===== config.mk =====
export PLATFORM = sky130hd
export DESIGN_NAME = shared_row_arbiter
export DESIGN_NICKNAME = d
export VERILOG_FILES = /design/src/rtl/arb_pkg.sv /design/src/rtl/arb_pick.sv /design/src/rtl/arb_seq.sv /design/src/rtl/arb_route.sv /design/src/rtl/shared_row_arbiter.sv
export SDC_FILE = /design/constraint.sdc
export NUM_CORES = 1
export LEC_CHECK = 0
export CAP_MARGIN = 20
export CORE_AREA = 10 10 517 519
export CTS_BUF_LIST = sky130_fd_sc_hd__clkbuf_8
export DETAILED_ROUTE_END_ITERATION = 7
export DIE_AREA = 0 0 527 529
export PLACE_DENSITY = 0.3
export SYNTH_ARGS = -nofsm -noshare
export SYNTH_HDL_FRONTEND = slang
export SYNTH_SLANG_ARGS = --single-unit

===== constraint.sdc =====
create_clock -name clk -period 1.9 [get_ports clk]
set_clock_uncertainty 0.2 [all_clocks]
set_input_delay 0.19 -clock clk [delete_from_list [all_inputs] [get_ports clk]]
set_output_delay 0.19 -clock clk [all_outputs]
set_load 0.02 [all_outputs]

===== src/rtl/arb_pkg.sv =====
// Shared types for the two-requester memory arbiter.
package arb_pkg;
    typedef enum logic [1:0] {
        ST_RST  = 2'd0,
        ST_IDLE = 2'd1,
        ST_WAIT = 2'd2
    } arb_state_e;

    typedef enum logic {
        SRC_CMD = 1'b0,
        SRC_EVT = 1'b1
    } arb_src_e;
endpackage


===== src/rtl/arb_pick.sv =====
// Fixed-priority request selector.
// Chooses what an idle arbiter starts this cycle: a command write, a
// command read, or an event read. The command side always wins.
// Assumes: purely combinational; the caller only acts on it when idle.
module arb_pick
    import arb_pkg::*;
(
    input  logic     cmd_valid,
    input  logic     cmd_write,
    input  logic     evt_valid,
    output logic     go_read,
    output logic     go_write,
    output arb_src_e go_src
);
    // Priority decision: command first, event only when command is empty.
    always_comb begin
        go_read  = 1'b0;
        go_write = 1'b0;
        go_src   = SRC_CMD;
        if (cmd_valid) begin
            if (cmd_write) go_write = 1'b1;
            else           go_read  = 1'b1;
        end else if (evt_valid) begin
            go_read = 1'b1;
            go_src  = SRC_EVT;
        end
    end
endmodule


===== src/rtl/arb_seq.sv =====
// Transaction sequencer.
// Tracks reset / idle / wait, the client that owns the current read, and
// counts RD_LAT wait cycles. The last wait cycle repeats until the reply
// FIFO has space.
// Assumes: RD_LAT >= 1; go_read and go_src are only meaningful when idle.
module arb_seq
    import arb_pkg::*;
#(
    parameter int RD_LAT = 3
) (
    input  logic       clk,
    input  logic       rst_n,
    input  logic       go_read,
    input  arb_src_e   go_src,
    input  logic       rsp_space,
    output arb_state_e state,
    output arb_src_e   owner,
    output logic       in_last
);
    localparam int CNT_W = (RD_LAT > 1) ? $clog2(RD_LAT) : 1;
    localparam logic [CNT_W-1:0] LAST_CNT = CNT_W'(RD_LAT - 1);

    logic [CNT_W-1:0] wcnt;

    // Final wait cycle: memory data is valid here.
    assign in_last = (state == ST_WAIT) && (wcnt == LAST_CNT);

    // State, owner and wait counter update.
    always_ff @(posedge clk) begin
        if (!rst_n) begin
            state <= ST_RST;
            owner <= SRC_CMD;
            wcnt  <= '0;
        end else begin
            case (state)
                ST_RST:  state <= ST_IDLE;
                ST_IDLE: if (go_read) begin
                    state <= ST_WAIT;
                    owner <= go_src;
                    wcnt  <= '0;
                end
                ST_WAIT: begin
                    if (!in_last)       wcnt  <= wcnt + 1'b1;
                    else if (rsp_space) state <= ST_IDLE;
                end
                default: state <= ST_RST;
            endcase
        end
    end
endmodule


===== src/rtl/arb_route.sv =====
// Address mux, strobe generation and reply formation.
// Picks the head address of the client being served, raises the memory
// write enable for command writes, and pairs each reply push with the pop
// of the matching request FIFO.
// Assumes: idle and in_last are already forced low during reset.
module arb_route
    import arb_pkg::*;
#(
    parameter int ADDR_W = 15,
    parameter int DATA_W = 256
) (
    input  logic                     idle,
    input  logic                     in_last,
    input  logic                     rsp_space,
    input  logic                     go_write,
    input  arb_src_e                 go_src,
    input  arb_src_e                 owner,
    input  logic [ADDR_W-1:0]        cmd_addr,
    input  logic [ADDR_W-1:0]        evt_addr,
    input  logic [DATA_W-1:0]        rdata,
    output logic [ADDR_W-1:0]        mem_addr,
    output logic                     mem_we,
    output logic                     cmd_pop,
    output logic                     evt_pop,
    output logic                     cmd_push,
    output logic                     evt_push,
    output logic [ADDR_W+DATA_W-1:0] rsp_word
);
    arb_src_e sel_src;
    logic     retire;

    // Source of the address: new choice when idle, owner while waiting.
    assign sel_src  = idle ? go_src : owner;
    assign mem_addr = (sel_src == SRC_EVT) ? evt_addr : cmd_addr;

    // Strobes: write in idle, reply plus pop in the final wait cycle.
    assign retire   = in_last && rsp_space;
    assign mem_we   = idle && go_write;
    assign cmd_push = retire && (owner == SRC_CMD);
    assign evt_push = retire && (owner == SRC_EVT);
    assign cmd_pop  = mem_we || cmd_push;
    assign evt_pop  = evt_push;

    // Reply word: echoed address above the row contents.
    assign rsp_word = {mem_addr, rdata};
endmodule


===== src/rtl/shared_row_arbiter.sv =====
// Two-requester priority arbiter for one single-port synchronous memory.
// The command client reads and writes; the event client only reads. A
// write completes in one idle cycle. A read holds its address for RD_LAT
// wait cycles and replies in the last one, stalling there while the reply
// FIFO is full. Request FIFOs are popped only when their work is done.
// Assumes: first-word-fall-through request FIFOs whose head stays stable
// until popped; memory read data valid RD_LAT cycles after the address.
module shared_row_arbiter
    import arb_pkg::*;
#(
    parameter int ADDR_W = 15,
    parameter int DATA_W = 256,
    parameter int RD_LAT = 3,
    localparam int REQ_W = ADDR_W + DATA_W + 1,
    localparam int RSP_W = ADDR_W + DATA_W
) (
    input  logic              clk,
    input  logic              rst_n,
    input  logic              cmd_req_empty,
    input  logic [REQ_W-1:0]  cmd_req_data,
    output logic              cmd_req_pop,
    input  logic              cmd_rsp_full,
    output logic [RSP_W-1:0]  cmd_rsp_data,
    output logic              cmd_rsp_push,
    input  logic              evt_req_empty,
    input  logic [ADDR_W-1:0] evt_req_addr,
    output logic              evt_req_pop,
    input  logic              evt_rsp_full,
    output logic [RSP_W-1:0]  evt_rsp_data,
    output logic              evt_rsp_push,
    output logic [ADDR_W-1:0] mem_addr,
    output logic [DATA_W-1:0] mem_wdata,
    output logic              mem_we,
    input  logic [DATA_W-1:0] mem_rdata
);
    arb_state_e        state;
    arb_src_e          owner;
    arb_src_e          go_src;
    logic              go_read, go_write;
    logic              in_last, seq_last, idle, rsp_space;
    logic              cmd_is_write;
    logic [ADDR_W-1:0] cmd_addr;
    logic [RSP_W-1:0]  rsp_word;

    // Field split of the command word.
    assign cmd_is_write = cmd_req_data[REQ_W-1];
    assign cmd_addr     = cmd_req_data[REQ_W-2:DATA_W];
    assign mem_wdata    = cmd_req_data[DATA_W-1:0];

    // Qualifiers forced low while reset is held.
    assign idle      = rst_n && (state == ST_IDLE);
    assign in_last   = rst_n && seq_last;
    assign rsp_space = (owner == SRC_EVT) ? !evt_rsp_full : !cmd_rsp_full;

    arb_pick u_pick (
        .cmd_valid (!cmd_req_empty),
        .cmd_write (cmd_is_write),
        .evt_valid (!evt_req_empty),
        .go_read   (go_read),
        .go_write  (go_write),
        .go_src    (go_src)
    );

    arb_seq #(.RD_LAT(RD_LAT)) u_seq (
        .clk       (clk),
        .rst_n     (rst_n),
        .go_read   (go_read),
        .go_src    (go_src),
        .rsp_space (rsp_space),
        .state     (state),
        .owner     (owner),
        .in_last   (seq_last)
    );

    arb_route #(.ADDR_W(ADDR_W), .DATA_W(DATA_W)) u_route (
        .idle      (idle),
        .in_last   (in_last),
        .rsp_space (rsp_space),
        .go_write  (go_write),
        .go_src    (go_src),
        .owner     (owner),
        .cmd_addr  (cmd_addr),
        .evt_addr  (evt_req_addr),
        .rdata     (mem_rdata),
        .mem_addr  (mem_addr),
        .mem_we    (mem_we),
        .cmd_pop   (cmd_req_pop),
        .evt_pop   (evt_req_pop),
        .cmd_push  (cmd_rsp_push),
        .evt_push  (evt_rsp_push),
        .rsp_word  (rsp_word)
    );

    // Both reply ports carry the same word; only the strobe differs.
    assign cmd_rsp_data = rsp_word;
    assign evt_rsp_data = rsp_word;
endmodule


==> flow_summary.ini <==
[timing]
fmax_ghz = 0.437
relSlewSlack_pct = 80.8
maxSlewViolCount = 0
finalSetupViolCount = 49
grt_setup_unrepaired = true
finalCritPeriodShare_pct = 120
finalHoldViolCount = 0
period_minus_slack_ns = 2.29
worst_slack_ns = -0.386
worstMarginPinSlew_ns = 0.288
hold_ws_ns = 0.180

[finish]
drive_above_1_share_pct = 65.1
fin_nets = 726
area_delta_synth_final_pct = -0.343

[clocking]
clock_latency_ns = 0.23
cts_buffers = 3
clkSlewWorstSetupHoldPaths_ns = 0.04
cts.sinks = 5
cts_hold_buf = 0
max-clock-path-buffers = 2
htree_levels = 1
cts_root_buf = clkbuf_8
cts_tree = built

[global_route]
grtUsageTotal_pct = 9.20
grt_pass1_vias = 2701
grt_pass1_wl_mm = 143
antenna_found_initial = 8
grt_max_degree = 8
gr-total-overflow = 0

[critical_path]
critical_path_class = flip-flop to output pin
start_kind = flip-flop
r2r-start = u_seq.wcnt[0]
crit_path_end_kind = output pin
slowest_delay_ns = 0.41
crit_slowest_cell = mux2_4
path_max_fanout = 6
crit_start = u_seq.state[1]
worstSetupEndpoint = mem_addr[5]
r2r.worst_path.cells = 4
ff2ff_setup_slack_ns = 0.29
cp_cell_sequence = nand3b_4 > mux2i_4 > buf_12 > buf_12 > mux2_4 > buf_12
r2r_end = u_seq.wcnt[1]
cpMostUsedCell = buf_12
arrival_ns = 1.90
cp_data_required_time_ns = 1.51

[hold_path]
min_path_type = input port to output pin

[outcome]
status = complete, but fails checks
violations = setup timing

[power_and_ir_drop]
swShare_pct = 40.5
power.leakage_nw = 1.09
clock_power_share_pct = 13.6
pwr-share-seq_pct = 8.7
p_int_mw = 0.846
vdd_drop_max_uv = 131
powerDensity_mw_per_mm2 = 218
combPwrFrac_pct = 77.7
power_mw = 1.42
p_sw_mw = 0.576

[route]
wl_met2_mm = 55.0
top_layer = met5
wirelength_mm = 136
wl_met3_mm = 61.5
drt_pass1_iterations = 4
drc = 0
drt_iter0_drc = 129
avgRoutedWirePerCell_um = 38.2
num_vias = 2565
m1WireLength_mm = 9.91
ant_nets = 0
viasPerCell = 0.721

[logic_synthesis]
synth-edff-count = 0
yosys-top-cells-count = 799 x buf_4, 10 x mux2_4, 6 x mux2_2, 5 x dfxtp_1, 4 x inv_1
synth_top_area_share_pct = 91.5
syn_inst = 855
syn_area_mm2 = 0.00656
synth_cell_types = 28
synth_area_per_cell_um2 = 7.67
post-synth-top-area-cell = buf_4
syn_nets = 1405
synthTopCellsByArea = buf_4 91%, mux2_4 2.3%, dfxtp_1 1.5%
synth.ff_latch_count = 5
yosys_warnings = 0
synthFlopType = dfxtp_1
yosysSeqAreaShare_pct = 1.53
yosysMostFrequentCell = buf_4
async_reset_ff_share_pct = 0

[floorplanning]
die_y_um = 529
start_util_pct = 2.56
ios = 1367
die-width_um = 527
dieArea_mm2 = 0.279
core_area_mm2 = 0.256
std_cell_rows = 186

[run]
cap_violations = 0

[placed_design]
place_congestion = 0.631
io_buffers = 86
dp_hpwl_mm = 132
flip-flops by register name (all words and copies together) (netlist names):
signal and count:
u_seq.owner 1, u_seq.state 2, u_seq.wcnt 2
layer usage:
| layer | track usage (%) | vias up |
|---|---|---|
| met3 | 19.6 | 317 |
| met5 | 0.171 | - |
| met4 | 5.78 | 4 |
| li1 | - | 447 |
| met2 | 13.1 | 1109 |
| met1 | 1.93 | 688 |
power by group through the flow:
stage	combinational, mW	clock (mW)	sequential [mW]
3_5_place_dp	1.05	0	0.124
6_report	1.11	0.193	0.124
4_1_cts	1.15	0.196	0.123
2_1_floorplan	2.76	0	0.124
5_1_grt	1.16	0.203	0.124
3_3_place_gp	1.05	0	0.124
cell type report:
class	count	area (µm²)
Multi-Input combinational cell	44	500
Clock buffer	3	41.3
Timing Repair Buffer	118	1630
Clock inverter	1	3.75
Antenna cell	1	2.50
Fill cell	30500	250000
Tap cell	3384	4230
Inverter	4	15.0
Sequential cell	5	106
worst min path at each step:
stage,end,start,slack (ns),cells past startpoint
2_1_floorplan,u_seq.owner,cmd_req_empty,0.14,2
3_3_place_gp,mem_wdata[4],cmd_req_data[4],0.18,0
3_5_place_dp,mem_wdata[4],cmd_req_data[4],0.18,0
4_1_cts,mem_wdata[4],cmd_req_data[4],0.18,0
5_1_grt,mem_wdata[138],cmd_req_data[138],0.18,0
6_report,mem_wdata[104],cmd_req_data[104],0.18,0
worst max-delay path: cells and delay by family, from the launching register on:
family,cells,cell delay (ns)
DFF,1,0.33
buffers and inverters,3,0.48
and+or+nand+nor,1,0.15
muxes,2,0.66
kinds of logic after synthesis:
kind of cell / after synthesis / share of synthesized area, %
flops: 5 / 1.53
buf+inv: 806 / 92.0
compound gates: 9 / 0.935
fa+ha+maj: 1 / 0.191
simple gates: 16 / 1.53
mux: 18 / 3.82
timing repair:
item,in CTS,in global routing
resized for setup,57,7
setup endpoints to repair,50,50
pin swaps,2,2
cloned,1,0
setup buffers,12,2
cells in the final DEF, fill, tap and decap left out, types with 2 or more instances in the layout:
master and count:
buf_6 10, dfxtp_2 2, nor2_1 2, a21oi_1 2, buf_4 22, clkdlybuf4s50_1 33, clkbuf_8 3, mux2i_4 2
inv_1 5, nand2_1 3, nor2b_4 2, dfxtp_1 2, buf_12 47, mux2_4 15, buf_8 2, nand3_1 2
dlygate4sd2_1 3
through the flow:
stage	TNS, ns	instance area, µm²	setup WS, ns	std cells	util, %
after floorplan	-0.208	6640	-0.0104	855	-
after global placement	-23.25	6210	-0.599	3541	2.42
after detailed placement	-23.46	6210	-0.610	3541	2.42
after CTS	-15.78	6490	-0.398	3557	2.53
after global routing	-17.51	6540	-0.417	3560	2.55
final	-14.85	6540	-0.386	3560	2.55
Note: power is estimated with default switching activity, not from simulation.
